## src/rtl/tick_timer_pkg.sv

```systemverilog
`timescale 1ns/1ps
package tick_timer_pkg;

    localparam int ADDR_W = 5;
    localparam int DATA_W = 32;
    localparam int DIV_W  = 12;
    localparam int SWR_BIT = 16;

    localparam logic [ADDR_W-1:0] A_CTRL = 5'h00;
    localparam logic [ADDR_W-1:0] A_STAT = 5'h04;
    localparam logic [ADDR_W-1:0] A_LOAD = 5'h08;
    localparam logic [ADDR_W-1:0] A_CMP  = 5'h0C;
    localparam logic [ADDR_W-1:0] A_CNT  = 5'h10;

    typedef enum logic [1:0] {
        PIN_OFF  = 2'b00,
        PIN_FLIP = 2'b01,
        PIN_LO   = 2'b10,
        PIN_HI   = 2'b11
    } pin_act_e;

    typedef struct packed {
        logic [1:0]       clk_sel;
        pin_act_e         pin_act;
        logic             stop_run;
        logic             wait_run;
        logic             dbg_run;
        logic             ovw;
        logic [DIV_W-1:0] div;
        logic             reload;
        logic             irq_en;
        logic             restart_mode;
        logic             en;
    } ctl_t;

    function automatic ctl_t ctl_unpack(input logic [DATA_W-1:0] w);
        ctl_t c;
        c.en           = w[0];
        c.restart_mode = w[1];
        c.irq_en       = w[2];
        c.reload       = w[3];
        c.div          = w[15:4];
        c.ovw          = w[17];
        c.dbg_run      = w[18];
        c.wait_run     = w[19];
        c.stop_run     = w[21];
        c.pin_act      = pin_act_e'(w[23:22]);
        c.clk_sel      = w[25:24];
        return c;
    endfunction

    function automatic logic [DATA_W-1:0] ctl_pack(input ctl_t c, input logic busy);
        logic [DATA_W-1:0] w;
        w        = '0;
        w[0]     = c.en;
        w[1]     = c.restart_mode;
        w[2]     = c.irq_en;
        w[3]     = c.reload;
        w[15:4]  = c.div;
        w[16]    = busy;
        w[17]    = c.ovw;
        w[18]    = c.dbg_run;
        w[19]    = c.wait_run;
        w[21]    = c.stop_run;
        w[23:22] = c.pin_act;
        w[25:24] = c.clk_sel;
        return w;
    endfunction

    // Policy bits that survive a software reset.
    function automatic ctl_t ctl_keep(input ctl_t c);
        ctl_t k;
        k              = '0;
        k.en           = c.en;
        k.restart_mode = c.restart_mode;
        k.dbg_run      = c.dbg_run;
        k.wait_run     = c.wait_run;
        k.stop_run     = c.stop_run;
        return k;
    endfunction

endpackage

```

## src/rtl/tt_prescaler.sv

```systemverilog
`timescale 1ns/1ps
module tt_prescaler #(
    parameter int DIV_W = 12
) (
    input  logic             clk,
    input  logic             rst,
    input  logic             clr,
    input  logic             run,
    input  logic [DIV_W-1:0] div,
    output logic             tick
);
    logic [DIV_W-1:0] acc;

    // >= keeps the divider sane if P is lowered below a frozen phase.
    assign tick = run && (acc >= div);

    always_ff @(posedge clk) begin
        if (rst || clr) begin
            acc <= '0;
        end else if (run) begin
            acc <= tick ? '0 : acc + 1'b1;
        end
    end
endmodule

```

## src/rtl/tt_downcounter.sv

```systemverilog
`timescale 1ns/1ps
module tt_downcounter #(
    parameter int CNT_W = 32
) (
    input  logic             clk,
    input  logic             rst,
    input  logic             sreset,
    input  logic             ovw,
    input  logic [CNT_W-1:0] ovw_val,
    input  logic             restart,
    input  logic [CNT_W-1:0] restart_val,
    input  logic             tick,
    input  logic             reload,
    input  logic [CNT_W-1:0] load_val,
    input  logic [CNT_W-1:0] cmp_val,
    output logic [CNT_W-1:0] count,
    output logic             hit
);
    localparam logic [CNT_W-1:0] ALL_ONES = '1;

    logic [CNT_W-1:0] stepped;

    always_comb begin
        if (count == '0) begin
            stepped = reload ? load_val : ALL_ONES;
        end else begin
            stepped = count - 1'b1;
        end
    end

    // Event only when the tick is what moves the counter onto the compare value.
    assign hit = tick && !sreset && !ovw && !restart && (stepped == cmp_val);

    always_ff @(posedge clk) begin
        if (rst || sreset) begin
            count <= ALL_ONES;
        end else if (ovw) begin
            count <= ovw_val;
        end else if (restart) begin
            count <= restart_val;
        end else if (tick) begin
            count <= stepped;
        end
    end
endmodule

```

## src/rtl/tt_pin_driver.sv

```systemverilog
`timescale 1ns/1ps
module tt_pin_driver
    import tick_timer_pkg::*;
(
    input  logic     clk,
    input  logic     rst,
    input  logic     sreset,
    input  logic     hit,
    input  pin_act_e act,
    output logic     pin,
    output logic     oe
);
    assign oe = (act != PIN_OFF);

    always_ff @(posedge clk) begin
        if (rst || sreset) begin
            pin <= 1'b0;
        end else if (hit) begin
            case (act)
                PIN_FLIP: pin <= !pin;
                PIN_LO:   pin <= 1'b0;
                PIN_HI:   pin <= 1'b1;
                default:  pin <= pin;
            endcase
        end
    end
endmodule

```

## src/rtl/tick_timer.sv

```systemverilog
`timescale 1ns/1ps
module tick_timer
    import tick_timer_pkg::*;
#(
    parameter int CNT_W = 32
) (
    input  logic              clk,
    input  logic              rst,
    input  logic [ADDR_W-1:0] bus_addr,
    input  logic              bus_wr,
    input  logic              bus_rd,
    input  logic [DATA_W-1:0] bus_wdata,
    output logic [DATA_W-1:0] bus_rdata,
    output logic              bus_ready,
    output logic              bus_err,
    input  logic              stop_mode,
    input  logic              wait_mode,
    input  logic              debug_mode,
    output logic              irq,
    output logic              pin_out,
    output logic              pin_oe
);
    localparam logic [CNT_W-1:0] ALL_ONES = '1;

    ctl_t             ctl;
    ctl_t             ctl_new;
    logic             swr_busy;
    logic             ctl_wait;
    logic             flag;
    logic [CNT_W-1:0] load_r;
    logic [CNT_W-1:0] cmp_r;
    logic [CNT_W-1:0] count;
    logic [DATA_W-1:0] rd_word;

    logic ctl_req, commit, swr_req, ctl_commit;
    logic restart, ovw, lp_freeze, run, tick, hit;

    // Bus handshake: control writes take one wait state.
    assign ctl_req    = bus_wr && (bus_addr == A_CTRL);
    assign bus_ready  = !(ctl_req && !ctl_wait);
    assign commit     = bus_wr && bus_ready;
    assign bus_err    = commit && (bus_addr == A_CNT);
    assign ctl_new    = ctl_unpack(bus_wdata);
    assign swr_req    = commit && (bus_addr == A_CTRL) && bus_wdata[SWR_BIT];
    assign ctl_commit = commit && (bus_addr == A_CTRL) && !bus_wdata[SWR_BIT];

    assign restart = ctl_commit && !ctl.en && ctl_new.en && ctl_new.restart_mode;
    assign ovw     = commit && (bus_addr == A_LOAD) && ctl.ovw;

    assign lp_freeze = (stop_mode && !ctl.stop_run)
                     || (wait_mode && !ctl.wait_run)
                     || (debug_mode && !ctl.dbg_run);
    assign run = ctl.en && (ctl.clk_sel != 2'b00) && !lp_freeze && !swr_busy;

    always_ff @(posedge clk) begin
        if (rst) begin
            ctl_wait <= 1'b0;
            swr_busy <= 1'b0;
            ctl      <= '0;
        end else begin
            ctl_wait <= ctl_req && !ctl_wait;
            swr_busy <= swr_req;
            if (swr_req) begin
                ctl <= ctl_keep(ctl);
            end else if (ctl_commit) begin
                ctl <= ctl_new;
            end
        end
    end

    always_ff @(posedge clk) begin
        if (rst || swr_req) begin
            load_r <= ALL_ONES;
            cmp_r  <= '0;
            flag   <= 1'b0;
        end else begin
            if (commit && (bus_addr == A_LOAD)) load_r <= bus_wdata[CNT_W-1:0];
            if (commit && (bus_addr == A_CMP))  cmp_r  <= bus_wdata[CNT_W-1:0];
            if (hit) begin
                flag <= 1'b1;
            end else if (commit && (bus_addr == A_STAT) && bus_wdata[0]) begin
                flag <= 1'b0;
            end
        end
    end

    tt_prescaler #(.DIV_W(DIV_W)) u_div (
        .clk  (clk),
        .rst  (rst),
        .clr  (swr_req || restart),
        .run  (run),
        .div  (ctl.div),
        .tick (tick)
    );

    tt_downcounter #(.CNT_W(CNT_W)) u_cnt (
        .clk         (clk),
        .rst         (rst),
        .sreset      (swr_req),
        .ovw         (ovw),
        .ovw_val     (bus_wdata[CNT_W-1:0]),
        .restart     (restart),
        .restart_val (ctl_new.reload ? load_r : ALL_ONES),
        .tick        (tick),
        .reload      (ctl.reload),
        .load_val    (load_r),
        .cmp_val     (cmp_r),
        .count       (count),
        .hit         (hit)
    );

    tt_pin_driver u_pin (
        .clk    (clk),
        .rst    (rst),
        .sreset (swr_req),
        .hit    (hit),
        .act    (ctl.pin_act),
        .pin    (pin_out),
        .oe     (pin_oe)
    );

    assign irq = flag && ctl.irq_en;

    always_comb begin
        case (bus_addr)
            A_CTRL:  rd_word = ctl_pack(ctl, swr_busy);
            A_STAT:  rd_word = {{(DATA_W-1){1'b0}}, flag};
            A_LOAD:  rd_word = DATA_W'(load_r);
            A_CMP:   rd_word = DATA_W'(cmp_r);
            A_CNT:   rd_word = DATA_W'(count);
            default: rd_word = '0;
        endcase
    end

    assign bus_rdata = bus_rd ? rd_word : '0;
endmodule

```

## config.mk

```make
export PLATFORM = sky130hd
export DESIGN_NAME = tick_timer
export DESIGN_NICKNAME = d
export VERILOG_FILES = /design/src/rtl/tick_timer_pkg.sv /design/src/rtl/tt_prescaler.sv /design/src/rtl/tt_downcounter.sv /design/src/rtl/tt_pin_driver.sv /design/src/rtl/tick_timer.sv
export SDC_FILE = /design/constraint.sdc
export NUM_CORES = 1
export LEC_CHECK = 0
export ABC_AREA = 0
export BUFFER_PORTS_ARGS = -buffer_cell sky130_fd_sc_hd__buf_2
export CORE_MARGIN = 2
export CORE_UTILIZATION = 55
export CTS_CLUSTER_DIAMETER = 150
export DETAILED_ROUTE_END_ITERATION = 8
export PLACE_DENSITY = 0.78
export SKIP_CTS_REPAIR_TIMING = 1
export SYNTH_ARGS = -nofsm -noshare
export SYNTH_HDL_FRONTEND = slang
export SYNTH_SLANG_ARGS = --single-unit
```

## constraint.sdc

```tcl
create_clock -name clk -period 5.3 [get_ports clk]
set_clock_uncertainty 0.15 [all_clocks]
set_input_delay 1.06 -clock clk [delete_from_list [all_inputs] [get_ports clk]]
set_output_delay 1.06 -clock clk [all_outputs]
set_load 0.05 [all_outputs]
```

### Word level (Yosys, flattened, before mapping)

Cells that the tools add are included.
W data, S select, Z words.

| word-level totals | value |
|---|---|
| bits in registers | 136 |
| bits of input ports | 44 |
| output and inout port bits | 37 |
| logic and storage cells | 98 |

| operators by class | value |
|---|---|
| add/subtract/negate cells | 2 |
| magnitude comparators | 1 |
| equal/unequal tests | 8 |
| mux-type cells | 12 |
| bitwise logic cells | 1 |
| reductions and logical operators | 55 |

Operators by type and width:

| cell | count |
|---|---|
| $mux W32 | 7 |
| $pmux W32 S5 | 1 |
| $eq A32 B32 Y1 | 1 |
| $logic_not A32 Y1 | 1 |
| $sub A32 B1 Y32 const B | 1 |
| $logic_and A1 B1 Y1 | 27 |
| $logic_not A1 Y1 | 13 |
| $add A12 B1 Y12 const B | 1 |
| $ge A12 B12 Y1 | 1 |
| $mux W12 | 1 |
| $eq A5 B4 Y1 const B | 2 |
| $reduce_bool A2 Y1 | 3 |
| $reduce_bool A3 Y1 | 2 |
| $eq A5 B3 Y1 const B | 1 |
| $eq A5 B5 Y1 const B | 1 |
| $logic_not A5 Y1 | 1 |
| $logic_or A1 B1 Y1 | 5 |
| $eq A2 B2 Y1 const B | 2 |
| $reduce_and A2 Y1 | 2 |
| $pmux W1 S3 | 1 |
| $eq A2 B1 Y1 const B | 1 |
| $mux W1 | 2 |
| $reduce_or A2 Y1 | 1 |
| $not A1 Y1 | 1 |

### Longest topological paths before layout

| logic depth | value |
|---|---|
| depth after elaboration | 14 |
| mapped depth | 14 |
| depth with buffers taken out | 12 |

### Modules after synthesis

Synthesis repeated with hierarchy kept, for this count alone.

| second synthesis, totals | value |
|---|---|
| cell total of the unflattened synthesis | 1225 |
| area total of the unflattened synthesis | 9415.3 µm² |

By module, submodules not included:

| module | times used | cells each | area each (µm²) | seq. area each (µm²) |
|---|---|---|---|---|
| tick_timer | 1 | 639 | 5011.1 | 1821.7 |
| tt_downcounter | 1 | 477 | 3480.8 | 640.6 |
| tt_prescaler | 1 | 102 | 859.6 | 240.2 |
| tt_pin_driver | 1 | 7 | 63.8 | 20.0 |

### Worst setup path after synthesis

No wires, ideal clock.

| timing path | value |
|---|---|
| path type | input to output |
| start point | input port bus_addr[1] |
| end point | output port bus_rdata[0] |
| arrival time | 2.858 ns |
| required time | 4.090 ns |
| slack | 1.232 ns |
| stages on the path | 6 |
| buffers on the path | 2 |
| path through | nor3_1 -> and2_1 -> clkbuf_1 -> clkbuf_1 -> a22oi_1 -> a21oi_1 |

| between the ends | value |
|---|---|
| longest elaborated chain between the ends | 3 |
| elaborated cells on any way between the ends | 7 |
| classes of those cells | eq/ne (4); mux (2); reduce/logical (1) |

RTL lines:

| item | RTL line | text |
|---|---|---|
| from (decl) | tick_timer.sv:9 | `input logic [ADDR_W-1:0] bus_addr,` |
| $eq A5 B5 Y1 (tied with other cells) | tick_timer.sv:125 | `case (bus_addr)` |
| $pmux W32 S5 (*) | tick_timer.sv:125 |  |
| $mux W32 (*) | tick_timer.sv:135 | `assign bus_rdata = bus_rd ? rd_word : '0;` |
| to (decl) | tick_timer.sv:13 | `output logic [DATA_W-1:0] bus_rdata,` |

Mark *: on every way between the ends. The rest lies on a longest branch, timed or not.

### Worst setup path after layout

| timing path | value |
|---|---|
| start point | input port bus_addr[1] |
| end point | output port bus_rdata[23] |

Same word-level chain as after synthesis.

==> metrics.log <==
[metrics] proportion of power drawn by the clock network: 0.518
[metrics] Die H: roughly 130 µm
[metrics] stage delay of the slowest cell on the critical path: about 730 ps
[metrics] final setup violation count: 0
[metrics] multiplexer area fraction after synthesis: 0.005935
[metrics] ant diodes: 0
[metrics] Final Critical Period: ~4500 ps
[metrics] buffers added on ports: 80
[metrics] share of total power in combinational logic: 0.047
[metrics] setup total negative slack: 0 ps
[metrics] per-cell via count in the routed design: 6.960
[metrics] fin worst setup slack: 841.1 ps
[metrics] total length of routed wires: roughly 34000 µm
[metrics] layout overhead on the synthesized area: 13.78%
[metrics] main combinational cell family by area after synthesis: simple AND/OR/NAND/NOR gates
[metrics] effective utilization at floorplan: 0.5589
[metrics] nature of the critical path startpoint: primary input
[metrics] top_reg_cell synth: dfxtp_1
[metrics] Final Hold Slack: ~340 ps
[metrics] area share of the leading cell type in the synthesized netlist: 0.3228
[metrics] standard cell core area: between 15000 and 20000 µm²
[metrics] CP Max Fanout: 17
[metrics] post-synth net total: 1217
[metrics] final instance count without filler cells: roughly 1400
[metrics] crit path DAT: between 3000 and 4000 ps
[metrics] area share of fa/ha/maj cells after synthesis: 0.02226
[metrics] top area cells in the synthesized netlist: dfxtp_1 (32%), nand2_1 (9.3%), a21oi_1 (7.1%), clkbuf_1 (3.8%), a222oi_1 (3.8%)
[metrics] CTS tree: yes
[metrics] required time at the endpoint of the critical path: 4090 ps
[metrics] most frequent cells in the layout: nand2_1 (208), dfxtp_1 (136), a21oi_1 (120)
[metrics] Synth area leader: dfxtp_1
[metrics] Final Slew Violations: 0
[metrics] Worst-Margin Slew: 1255 ps
[metrics] CP cell instances: buf_2 > nor3_1 > and3_1 > buf_4 > nand2_1 > a21oi_1 > buf_2
[metrics] number of standard cells after synthesis: around 1200
[metrics] Tot GR Track Use: 0.4115
[metrics] post-detailed-route count of antenna-violating nets: 0
[metrics] share of flip-flops with an asynchronous set or reset after synthesis: 0
[metrics] crit-path most repeated cell: buf_2
[metrics] later-pin clock latency in the skew report: 440 ps
[metrics] part of the power in registers: 0.435
[metrics] number of synthesized flops with an enable pin: 0
[metrics] DRC violation count after routing: 0
[metrics] final critical-path share of the clock period: 0.8413
[metrics] via count of the first global-routing pass: ~8900
[metrics] maximum clock path buffer count: 2
[metrics] maximum resistive drop on vdd: 0.3403 mV
[metrics] relative slew slack: 0.1635
[metrics] overflow left after global routing: 0
[metrics] total design power: between 2 and 2.5 mW
[metrics] deepest level of the CTS H-tree: 4
[metrics] ratio of total power to cell area: approximately 250 nW/µm²
[metrics] static leakage power: 3.434 nW
[metrics] clock-pin slew of the registers on the worst-case setup and hold paths: about 70 ps
[metrics] internal power component: 1.803 mW
[metrics] unrepaired setup endpoints after global routing: no
[metrics] type of the worst setup path: in -> out
[metrics] die area: roughly 16000 µm²
[metrics] first-pass iteration count of the detailed router: 7
[metrics] xor-xnor portion of the synthesized cell area: 0.04258
[metrics] number of sinks driven by the clock tree: 136
[metrics] max-capacitance violation count: 0
[metrics] basic-gate share of the synthesized area counting and, or, nand and nor cells: 0.2834
[metrics] global-route wire length before repair: between 50000 and 60000 µm
[metrics] count of synthesis-stage warnings from yosys: 0
[metrics] library cell used as clock root buffer: clkbuf_16
[metrics] Final Net Count: 1256
[metrics] NetSw: roughly 0.58 mW
[metrics] flop and latch count out of synthesis: approximately 140
[metrics] post-synthesis compound-gate area fraction: 0.2607
[metrics] number of DRC markers after the initial detailed-route iteration: around 1600
[metrics] average wire per standard cell: 24.10 µm
[metrics] Die X-Extent: ~130 µm
[metrics] Mapped Avg Cell Area: about 7.3 µm²
[metrics] maximum number of pins on one net before global-route repair: just under 60
[metrics] DP HPWL: about 23000 µm
[metrics] pre-CTS worst setup slack: ~880 ps
[metrics] leading cell type in the layout, fill and taps excluded: nand2_1
[metrics] netlist area before placement: around 8400 µm²
[metrics] endpoint kind of the worst setup timing path: output pin
[metrics] Seq/Total Area, Yosys: 0.3228
[metrics] number of different library cells in the post-synthesis netlist: 67
[metrics] status: finished clean
[metrics] clock buffers created by TritonCTS: 17
[metrics] share of layout cells above drive strength 1: 0.1331
[metrics] antenna violations before repair: 0
[metrics] number of hold violations in the final report: 0
[metrics] Cell Rows: 45
[metrics] path type of the worst min-delay path: reg -> reg
[metrics] highest clock frequency the design can meet: about 220 MHz
[metrics] master of the slowest instance on the critical path: and3_1
[metrics] placed insts: between 1000 and 1500
[metrics] Top Ports: 81
[metrics] Via Count: 9730
[metrics] final weighted congestion in routability-driven placement: approximately 1.1
[metrics] switching share of power: 0.2435
==> worst paths after layout <==
path	startpoint	to	slack, ps	depth (start not counted)
max	bus_addr[1]	bus_rdata[23]	840	7
min	ctl[1]	ctl[1]	340	2
max reg2reg	u_cnt.count[14]	u_pin.pin	920	10
min reg2reg	ctl[1]	ctl[1]	340	2
==> cells in the mapped netlist, types with 3 or more instances <==
cell and n:
nand2_1 208, dfxtp_1 136, a21oi_1 120, clkbuf_1 86, nor2_1 85, nand3_1 53
o21ai_0 46, inv_1 41, a222oi_1 32, xnor2_1 26, nor3b_1 25, o221ai_1 24
o22ai_1 23, nand4_1 19, nor3_1 19, ha_1 15, nor4_1 15, xor2_1 15
or3_1 12, a211o_1 10, a211oi_1 10, and3_1 10, nand2b_1 10, a31oi_1 8
and2_1 8, a21o_1 6, buf_2 6, o211ai_1 6, o31ai_1 6, mux2i_1 5
nor2b_1 5, and4_1 4, nand3b_1 4, o41ai_1 4, a2111oi_0 3, a22oi_1 3
nor3_2 3, nor4b_1 3, o21a_1 3, o311a_1 3
==> area by class of cell <==
class	instances	area [µm²]
fillers	1396	5494
well taps	188	235.2
flip-flops and latches	136	2723
multi-input cells	886	5205
inverters	41	153.9
clock buffers	18	429.2
repair buffers	115	675.6
clock inverters	14	173.9
==> power groups by stage <==
stage | Clock, mW | Sequential, mW | Combinational [mW]
2_1_floorplan | 0 | 1.06 | 0.0541
4_1_cts | 1.23 | 1.04 | 0.108
6_report | 1.23 | 1.04 | 0.113
3_5_place_dp | 0 | 1.06 | 0.108
5_1_grt | 1.28 | 1.04 | 0.118
3_3_place_gp | 0 | 1.06 | 0.107
==> flip-flops by register name, summed over array words and instances (netlist names), 12 cells and up <==
| register | flops |
|---|---|
| ctl | 24 |
| u_cnt.count | 32 |
| cmp_r | 32 |
| load_r | 32 |
| u_div.acc | 12 |
==> per-stage QoR <==
step | area, µm² | utilization
after floorplan | 8433 | -
after global placement | 8992 | 0.5959
after detailed placement | 8992 | 0.5959
after CTS | 9595 | 0.6359
after global routing | 9595 | 0.6359
final | 9595 | 0.6359
==> cells by family (layout without fill, tap and decap cells) <==
kind of cell,count (synthesis),in the layout
AND/OR/NAND/NOR,495,495
AO/OA/AOI/OAI,330,330
flip-flops,136,136
buffers and inverters,136,188
XOR/XNOR,41,41
adder cells (fa/ha/maj),15,15
multiplexers,5,5
==> metal layers <==
layer | global-route usage | up-vias | wire (µm)
met5 | 0 | - | 0
met4 | 0.1610 | 0 | 1222
met3 | 0.1189 | 114 | 4547
met2 | 0.6128 | 768 | 14490
met1 | 0.5628 | 4537 | 13430
li1 | - | 4311 | -
==> worst max-delay path, delay by kind of cell <==
kind / cells / cell delay [ps]
buf+inv: 3 / 840
simple gates: 3 / 1130
compound gates: 1 / 210
(Power assumes the default switching activity.)
